### src/rtl/trace_corr_pkg.sv
package trace_corr_pkg;

  localparam int TCODE_W = 6;
  localparam int EV_W    = 4;
  localparam logic [TCODE_W-1:0] CORR_TCODE = 6'b100001;

  typedef enum logic [EV_W-1:0] {
    EV_PAGE_SW   = 4'h4,
    EV_BRANCH_SW = 4'h5,
    EV_SEG_FULL  = 4'hA
  } corr_ev_e;

endpackage

### src/rtl/corr_mode_track.sv
module corr_mode_track (
  input  logic clk,
  input  logic rst_n,
  input  logic accept,
  input  logic mode_i,
  input  logic page_cross_i,
  input  logic br_valid_i,
  input  logic hist_en_i,
  output logic sw_page,
  output logic sw_branch,
  output logic mode_q
);

  logic mode_diff;

  always_comb begin
    mode_diff = accept && (mode_i != mode_q);
    sw_page   = mode_diff && page_cross_i;
    sw_branch = mode_diff && !page_cross_i && br_valid_i && hist_en_i;
  end

  always_ff @(posedge clk or negedge rst_n) begin
    if (!rst_n) begin
      mode_q <= 1'b0;
    end else if (accept) begin
      mode_q <= mode_i;
    end
  end

endmodule

### src/rtl/corr_segment.sv
module corr_segment #(
  parameter int ICNT_W = 8,
  parameter int HIST_W = 32
) (
  input  logic              clk,
  input  logic              rst_n,
  input  logic              accept,
  input  logic              br_rec,
  input  logic              br_taken,
  input  logic              restart,
  output logic [ICNT_W-1:0] icnt_q,
  output logic [ICNT_W-1:0] icnt_next,
  output logic [HIST_W-1:0] hist_q,
  output logic [HIST_W-1:0] hist_next,
  output logic              seg_full
);

  localparam logic [HIST_W-1:0] HIST_EMPTY = HIST_W'(1);

  logic icnt_at_max;
  logic hist_at_max;

  always_comb begin
    icnt_next   = icnt_q + ICNT_W'(1);
    hist_next   = br_rec ? {hist_q[HIST_W-2:0], br_taken} : hist_q;
    icnt_at_max = &icnt_next;
    hist_at_max = hist_next[HIST_W-1];
    seg_full    = accept && (icnt_at_max || hist_at_max);
  end

  always_ff @(posedge clk or negedge rst_n) begin
    if (!rst_n) begin
      icnt_q <= '0;
      hist_q <= HIST_EMPTY;
    end else if (restart) begin
      icnt_q <= '0;
      hist_q <= HIST_EMPTY;
    end else if (accept) begin
      icnt_q <= icnt_next;
      hist_q <= hist_next;
    end
  end

endmodule

### src/rtl/corr_packer.sv
module corr_packer #(
  parameter int ICNT_W = 8,
  parameter int HIST_W = 32,
  parameter int SRC_W  = 4,
  parameter int HDR_W  = 14,
  parameter int DATA_W = 54,
  parameter int LEN_W  = 6
) (
  input  logic [SRC_W-1:0]                src_id,
  input  trace_corr_pkg::corr_ev_e        evcode,
  input  logic [ICNT_W-1:0]               icnt,
  input  logic [HIST_W-1:0]               hist,
  output logic [DATA_W-1:0]               data,
  output logic [LEN_W-1:0]                len
);

  import trace_corr_pkg::*;

  function automatic int unsigned icnt_width(input logic [ICNT_W-1:0] v);
    int unsigned w;
    w = 1;
    for (int k = 0; k < ICNT_W; k++) begin
      if (v[k]) w = k + 1;
    end
    return w;
  endfunction

  function automatic int unsigned hist_width(input logic [HIST_W-1:0] v);
    int unsigned w;
    w = 1;
    for (int k = 0; k < HIST_W; k++) begin
      if (v[k]) w = k + 1;
    end
    return w;
  endfunction

  logic [HDR_W-1:0] header;
  int unsigned      iw;
  int unsigned      hw;

  always_comb begin
    header = {evcode, src_id, CORR_TCODE};
    iw     = icnt_width(icnt);
    hw     = hist_width(hist);
    data   = DATA_W'(header)
           | (DATA_W'(icnt) << HDR_W)
           | (DATA_W'(hist) << (HDR_W + iw));
    len    = LEN_W'(HDR_W + iw + hw);
  end

endmodule

### src/rtl/corr_out_stage.sv
module corr_out_stage #(
  parameter int DATA_W = 54,
  parameter int LEN_W  = 6
) (
  input  logic              clk,
  input  logic              rst_n,
  input  logic              load,
  input  logic [DATA_W-1:0] data_in,
  input  logic [LEN_W-1:0]  len_in,
  input  logic              ready,
  output logic              valid_q,
  output logic [DATA_W-1:0] data_q,
  output logic [LEN_W-1:0]  len_q,
  output logic              stall
);

  always_comb stall = valid_q && !ready;

  always_ff @(posedge clk or negedge rst_n) begin
    if (!rst_n) begin
      valid_q <= 1'b0;
      data_q  <= '0;
      len_q   <= '0;
    end else if (load) begin
      valid_q <= 1'b1;
      data_q  <= data_in;
      len_q   <= len_in;
    end else if (ready) begin
      valid_q <= 1'b0;
    end
  end

endmodule

### src/rtl/trace_corr_gen.sv
module trace_corr_gen #(
  parameter int ICNT_W = 8,
  parameter int HIST_W = 32,
  parameter int SRC_W  = 4,
  localparam int HDR_W  = trace_corr_pkg::TCODE_W + SRC_W + trace_corr_pkg::EV_W,
  localparam int DATA_W = HDR_W + ICNT_W + HIST_W,
  localparam int LEN_W  = $clog2(DATA_W + 1)
) (
  input  logic              clk,
  input  logic              rst_n,
  input  logic              retire_i,
  input  logic              br_valid_i,
  input  logic              br_taken_i,
  input  logic              page_cross_i,
  input  logic              mode_i,
  input  logic              hist_en_i,
  input  logic [SRC_W-1:0]  src_id_i,
  input  logic              pkt_ready_i,
  output logic              pkt_valid_o,
  output logic [DATA_W-1:0] pkt_data_o,
  output logic [LEN_W-1:0]  pkt_len_o,
  output logic              stall_o
);

  import trace_corr_pkg::*;

  // Named internal events for the checker
  logic              accept_w;
  logic              br_rec_w;
  logic              sw_page_w;
  logic              sw_branch_w;
  logic              seg_full_w;
  logic              fire_w;
  logic              mode_w;
  corr_ev_e          ev_w;
  logic [ICNT_W-1:0] seg_icnt_w;
  logic [ICNT_W-1:0] icnt_next_w;
  logic [HIST_W-1:0] seg_hist_w;
  logic [HIST_W-1:0] hist_next_w;
  logic [DATA_W-1:0] pack_data_w;
  logic [LEN_W-1:0]  pack_len_w;

  always_comb begin
    accept_w = retire_i && !stall_o;
    br_rec_w = accept_w && br_valid_i && hist_en_i;
    fire_w   = sw_page_w || sw_branch_w || seg_full_w;
    if (sw_page_w)        ev_w = EV_PAGE_SW;
    else if (sw_branch_w) ev_w = EV_BRANCH_SW;
    else                  ev_w = EV_SEG_FULL;
  end

  corr_mode_track u_mode (
    .clk          (clk),
    .rst_n        (rst_n),
    .accept       (accept_w),
    .mode_i       (mode_i),
    .page_cross_i (page_cross_i),
    .br_valid_i   (br_valid_i),
    .hist_en_i    (hist_en_i),
    .sw_page      (sw_page_w),
    .sw_branch    (sw_branch_w),
    .mode_q       (mode_w)
  );

  corr_segment #(.ICNT_W(ICNT_W), .HIST_W(HIST_W)) u_seg (
    .clk       (clk),
    .rst_n     (rst_n),
    .accept    (accept_w),
    .br_rec    (br_rec_w),
    .br_taken  (br_taken_i),
    .restart   (fire_w),
    .icnt_q    (seg_icnt_w),
    .icnt_next (icnt_next_w),
    .hist_q    (seg_hist_w),
    .hist_next (hist_next_w),
    .seg_full  (seg_full_w)
  );

  corr_packer #(
    .ICNT_W(ICNT_W), .HIST_W(HIST_W), .SRC_W(SRC_W),
    .HDR_W(HDR_W), .DATA_W(DATA_W), .LEN_W(LEN_W)
  ) u_pack (
    .src_id (src_id_i),
    .evcode (ev_w),
    .icnt   (icnt_next_w),
    .hist   (hist_next_w),
    .data   (pack_data_w),
    .len    (pack_len_w)
  );

  corr_out_stage #(.DATA_W(DATA_W), .LEN_W(LEN_W)) u_out (
    .clk     (clk),
    .rst_n   (rst_n),
    .load    (fire_w),
    .data_in (pack_data_w),
    .len_in  (pack_len_w),
    .ready   (pkt_ready_i),
    .valid_q (pkt_valid_o),
    .data_q  (pkt_data_o),
    .len_q   (pkt_len_o),
    .stall   (stall_o)
  );

endmodule

### config.mk
export PLATFORM = sky130hd
export DESIGN_NAME = trace_corr_gen
export DESIGN_NICKNAME = d
export VERILOG_FILES = /design/src/rtl/trace_corr_pkg.sv /design/src/rtl/corr_mode_track.sv /design/src/rtl/corr_segment.sv /design/src/rtl/corr_packer.sv /design/src/rtl/corr_out_stage.sv /design/src/rtl/trace_corr_gen.sv
export SDC_FILE = /design/constraint.sdc
export NUM_CORES = 1
export LEC_CHECK = 0
export BUFFER_PORTS_ARGS = -buffer_cell sky130_fd_sc_hd__buf_2
export CAP_MARGIN = 20
export CORE_UTILIZATION = 30
export CTS_CLUSTER_DIAMETER = 100
export CTS_CLUSTER_SIZE = 14
export DETAILED_ROUTE_END_ITERATION = 12
export SLEW_MARGIN = 20
export SYNTH_ARGS = -nofsm -noshare
export SYNTH_HDL_FRONTEND = slang
export SYNTH_SLANG_ARGS = --single-unit
export TNS_END_PERCENT = 10
### constraint.sdc
create_clock -name clk -period 6.6 [get_ports clk]
set_input_delay 0.66 -clock clk [delete_from_list [all_inputs] [get_ports clk]]
set_output_delay 0.66 -clock clk [all_outputs]
set_load 0.05 [all_outputs]
==> impl_metrics.json <==
{
  "drv_cap": 0,
  "routed_wl_um": 33900,
  "clk_pin_slew_ns": 0.08,
  "cts_tree": "done",
  "final.period_utilization_pct": 71.8,
  "ioPinCount": 75,
  "dr_wl_met3_um": 3040,
  "place_congestion": 1.01,
  "drive_gt1_share_pct": 15.0,
  "syn_nets": 1111,
  "yosysSeqAreaShare_pct": 30.0,
  "grt_start_max_net_pins": 58,
  "wl_met2_um": 15200,
  "ant_nets": 0,
  "criticalPathCategory": "reg -> reg",
  "synth_area_leaders": "dfrtp_1, nand2_1, a21oi_1, nor2_1, nor3_1",
  "nNetsFinal": 1110,
  "yosysTopAreaCell": "dfrtp_1",
  "synthArstFlopShare_pct": 100,
  "avgViaCountPerCell": 6.24,
  "ys_seq_elements": 101,
  "die_area_um2": 28700,
  "start_util_pct": 30.9,
  "cts_made_buffers": 9,
  "postSynthAreaPerCell_um2": 7.73,
  "ys_top_cells_by_count": "nand2_1, dfrtp_1, nor2_1",
  "die_w_um": 169,
  "finalSetupTns_ns": 0,
  "h-tree-depth": 3,
  "final_max_slew_viol_count": 0,
  "grt_usage_pct": 23.2,
  "topRoutingLayerUsed": "met4",
  "drt_iter0_drc": 1084,
  "yosysMostFrequentCell": "nand2_1",
  "root_buffer": "clkbuf_16",
  "stdcell_area_um2": 9300,
  "crit_arrival_ns": 5.05,
  "dpl.hpwl_um": 24800,
  "path_max_fanout": 20,
  "cts_resized": 0,
  "cts_hold_buf": 0,
  "dieHeight_um": 169,
  "finalHoldViolations": 0,
  "ys.flop_type": "dfrtp_1",
  "max_stage_delay_ns": 0.71,
  "clockBufferDepth": 2,
  "clock_latency_ns": 0.37,
  "grt_pass1_wl_um": 50800,
  "tightestPinTransition_ns": 1.00,
  "rsz0062_at_grt": "false",
  "wirelength_met1_um": 14300,
  "vias": 9139,
  "outcome": "finished, final reports clean",
  "synth_edf_count": 0,
  "cp_cell_sequence": "ha_1 > nand3_1 > xnor2_1 > a31o_1 > a21o_1 > nor2_1 > a211oi_1 > o21ai_0 > a311oi_1 > o22a_1",
  "skew_ns": 0.0108,
  "finalCriticalPeriod_ns": 4.74,
  "fmax_ghz": 0.211,
  "synth_cells": 1089,
  "dr.pass1.iters": 6,
  "cp_num_buf_inv": 0,
  "synth.distinct_cells": 89,
  "setup_violations": 0,
  "slowest_stage": "a31o_1",
  "drc_errors": 0,
  "dpl_cell_area_um2": 8980,
  "overflow": 0,
  "crit_path_end_kind": "register",
  "grt_pass1_vias": 8382,
  "synth_area_um2": 8420,
  "slew_headroom_pct": 32.9,
  "critPathRequiredTime_ns": 6.91,
  "numPortBuffers": 74,
  "rows": 60,
  "synth_top_area_share_pct": 29.7,
  "areaGrowthSynthToFinish_pct": 10.5,
  "clock_sinks": 101,
  "insertedDiodeCount": 0,
  "yosysWarnings": 0,
  "core_area_um2": 27300,
  "worstSetupStartpointType": "register",
  "avgRoutedWirePerCell_um": 23.1,
  "holdCritPathClass": "in -> async",
  "post-cts-setup-buffer-count": 0,
  "crit_family": "compound AO/OA/AOI/OAI gates",
  "antenna_found_initial": 0
}
==> stage by stage <==
stage	setup slack, ns	utilization, %	instances	hold slack, ns
2_1_floorplan	1.90	-	1089	0.364
3_3_place_gp	1.93	33.0	1449	0.451
3_5_place_dp	1.93	33.0	1449	0.457
4_1_cts	1.98	34.1	1465	0.361
5_1_grt	1.72	34.1	1465	0.389
6_report	1.86	34.1	1465	0.320
==> layer usage <==
| layer | vias up | GRT usage, % |
|---|---|---|
| li1 | 4093 | - |
| met5 | - | 0 |
| met4 | 0 | 9.87 |
| met3 | 85 | 4.78 |
| met1 | 4414 | 31.2 |
| met2 | 547 | 36.1 |
==> cell type report <==
| type | instances | area, µm² |
|---|---|---|
| Clock buffer | 9 | 225 |
| Tap cell | 372 | 465 |
| Fill cell | 2930 | 18000 |
| Timing Repair Buffer | 94 | 523 |
| Clock inverter | 7 | 78.8 |
| Multi-Input combinational cell | 854 | 5370 |
| Sequential cell | 101 | 2530 |
| Inverter | 28 | 105 |
==> flip-flops by register name, indices dropped and copies added (netlist names) <==
register       flops
u_mode.mode_q      1
u_out.valid_q      1
u_seg.icnt_q       8
u_out.data_q      53
u_seg.hist_q      32
u_out.len_q        6
==> cells in the final DEF, fill, tap and decap left out, types with 17 or more instances in the layout <==
cell type and instances:
nor3_1 59, nand2_1 133, o211ai_1 29, nor2_1 93, buf_4 21, o31ai_1 17
inv_1 27, dfrtp_1 100, nand3_1 48, a211oi_1 33, buf_2 73, o21ai_0 52
a21oi_1 81
==> final timing paths <==
| check | start | endpoint | slack (ns) | cells after the start |
|---|---|---|---|---|
| worst max-delay path | u_seg.icnt_q[0]$_DFFE_PN0P_ | u_out.data_q[17]$_DFFE_PN0P_ | 1.86 | 10 |
| max in group asynchronous | rst_n | u_out.data_q[25]$_DFFE_PN0P_ | 5.11 | 2 |
| worst max register to register | u_seg.icnt_q[0]$_DFFE_PN0P_ | u_out.data_q[17]$_DFFE_PN0P_ | 1.86 | 10 |
| min in group clk | u_out.len_q[0]$_DFFE_PN0P_ | u_out.len_q[0]$_DFFE_PN0P_ | 0.47 | 2 |
| worst min register to register | u_out.len_q[0]$_DFFE_PN0P_ | u_out.len_q[0]$_DFFE_PN0P_ | 0.47 | 2 |
| worst min-delay path | rst_n | u_seg.hist_q[15]$_DFFE_PN0P_ | 0.32 | 1 |
==> cells by family after synthesis <==
kind of cell,Yosys count,synth area share (%)
simple gates,413,22.8
buf+inv,134,6.72
fa+ha+maj,9,1.43
mux,24,4.31
xor+xnor,11,1.31
flops,101,30.0
compound gates,397,33.3
Power is not shown: default switching activity piles up to over one toggle a cycle in this logic, so the estimate is an artifact.
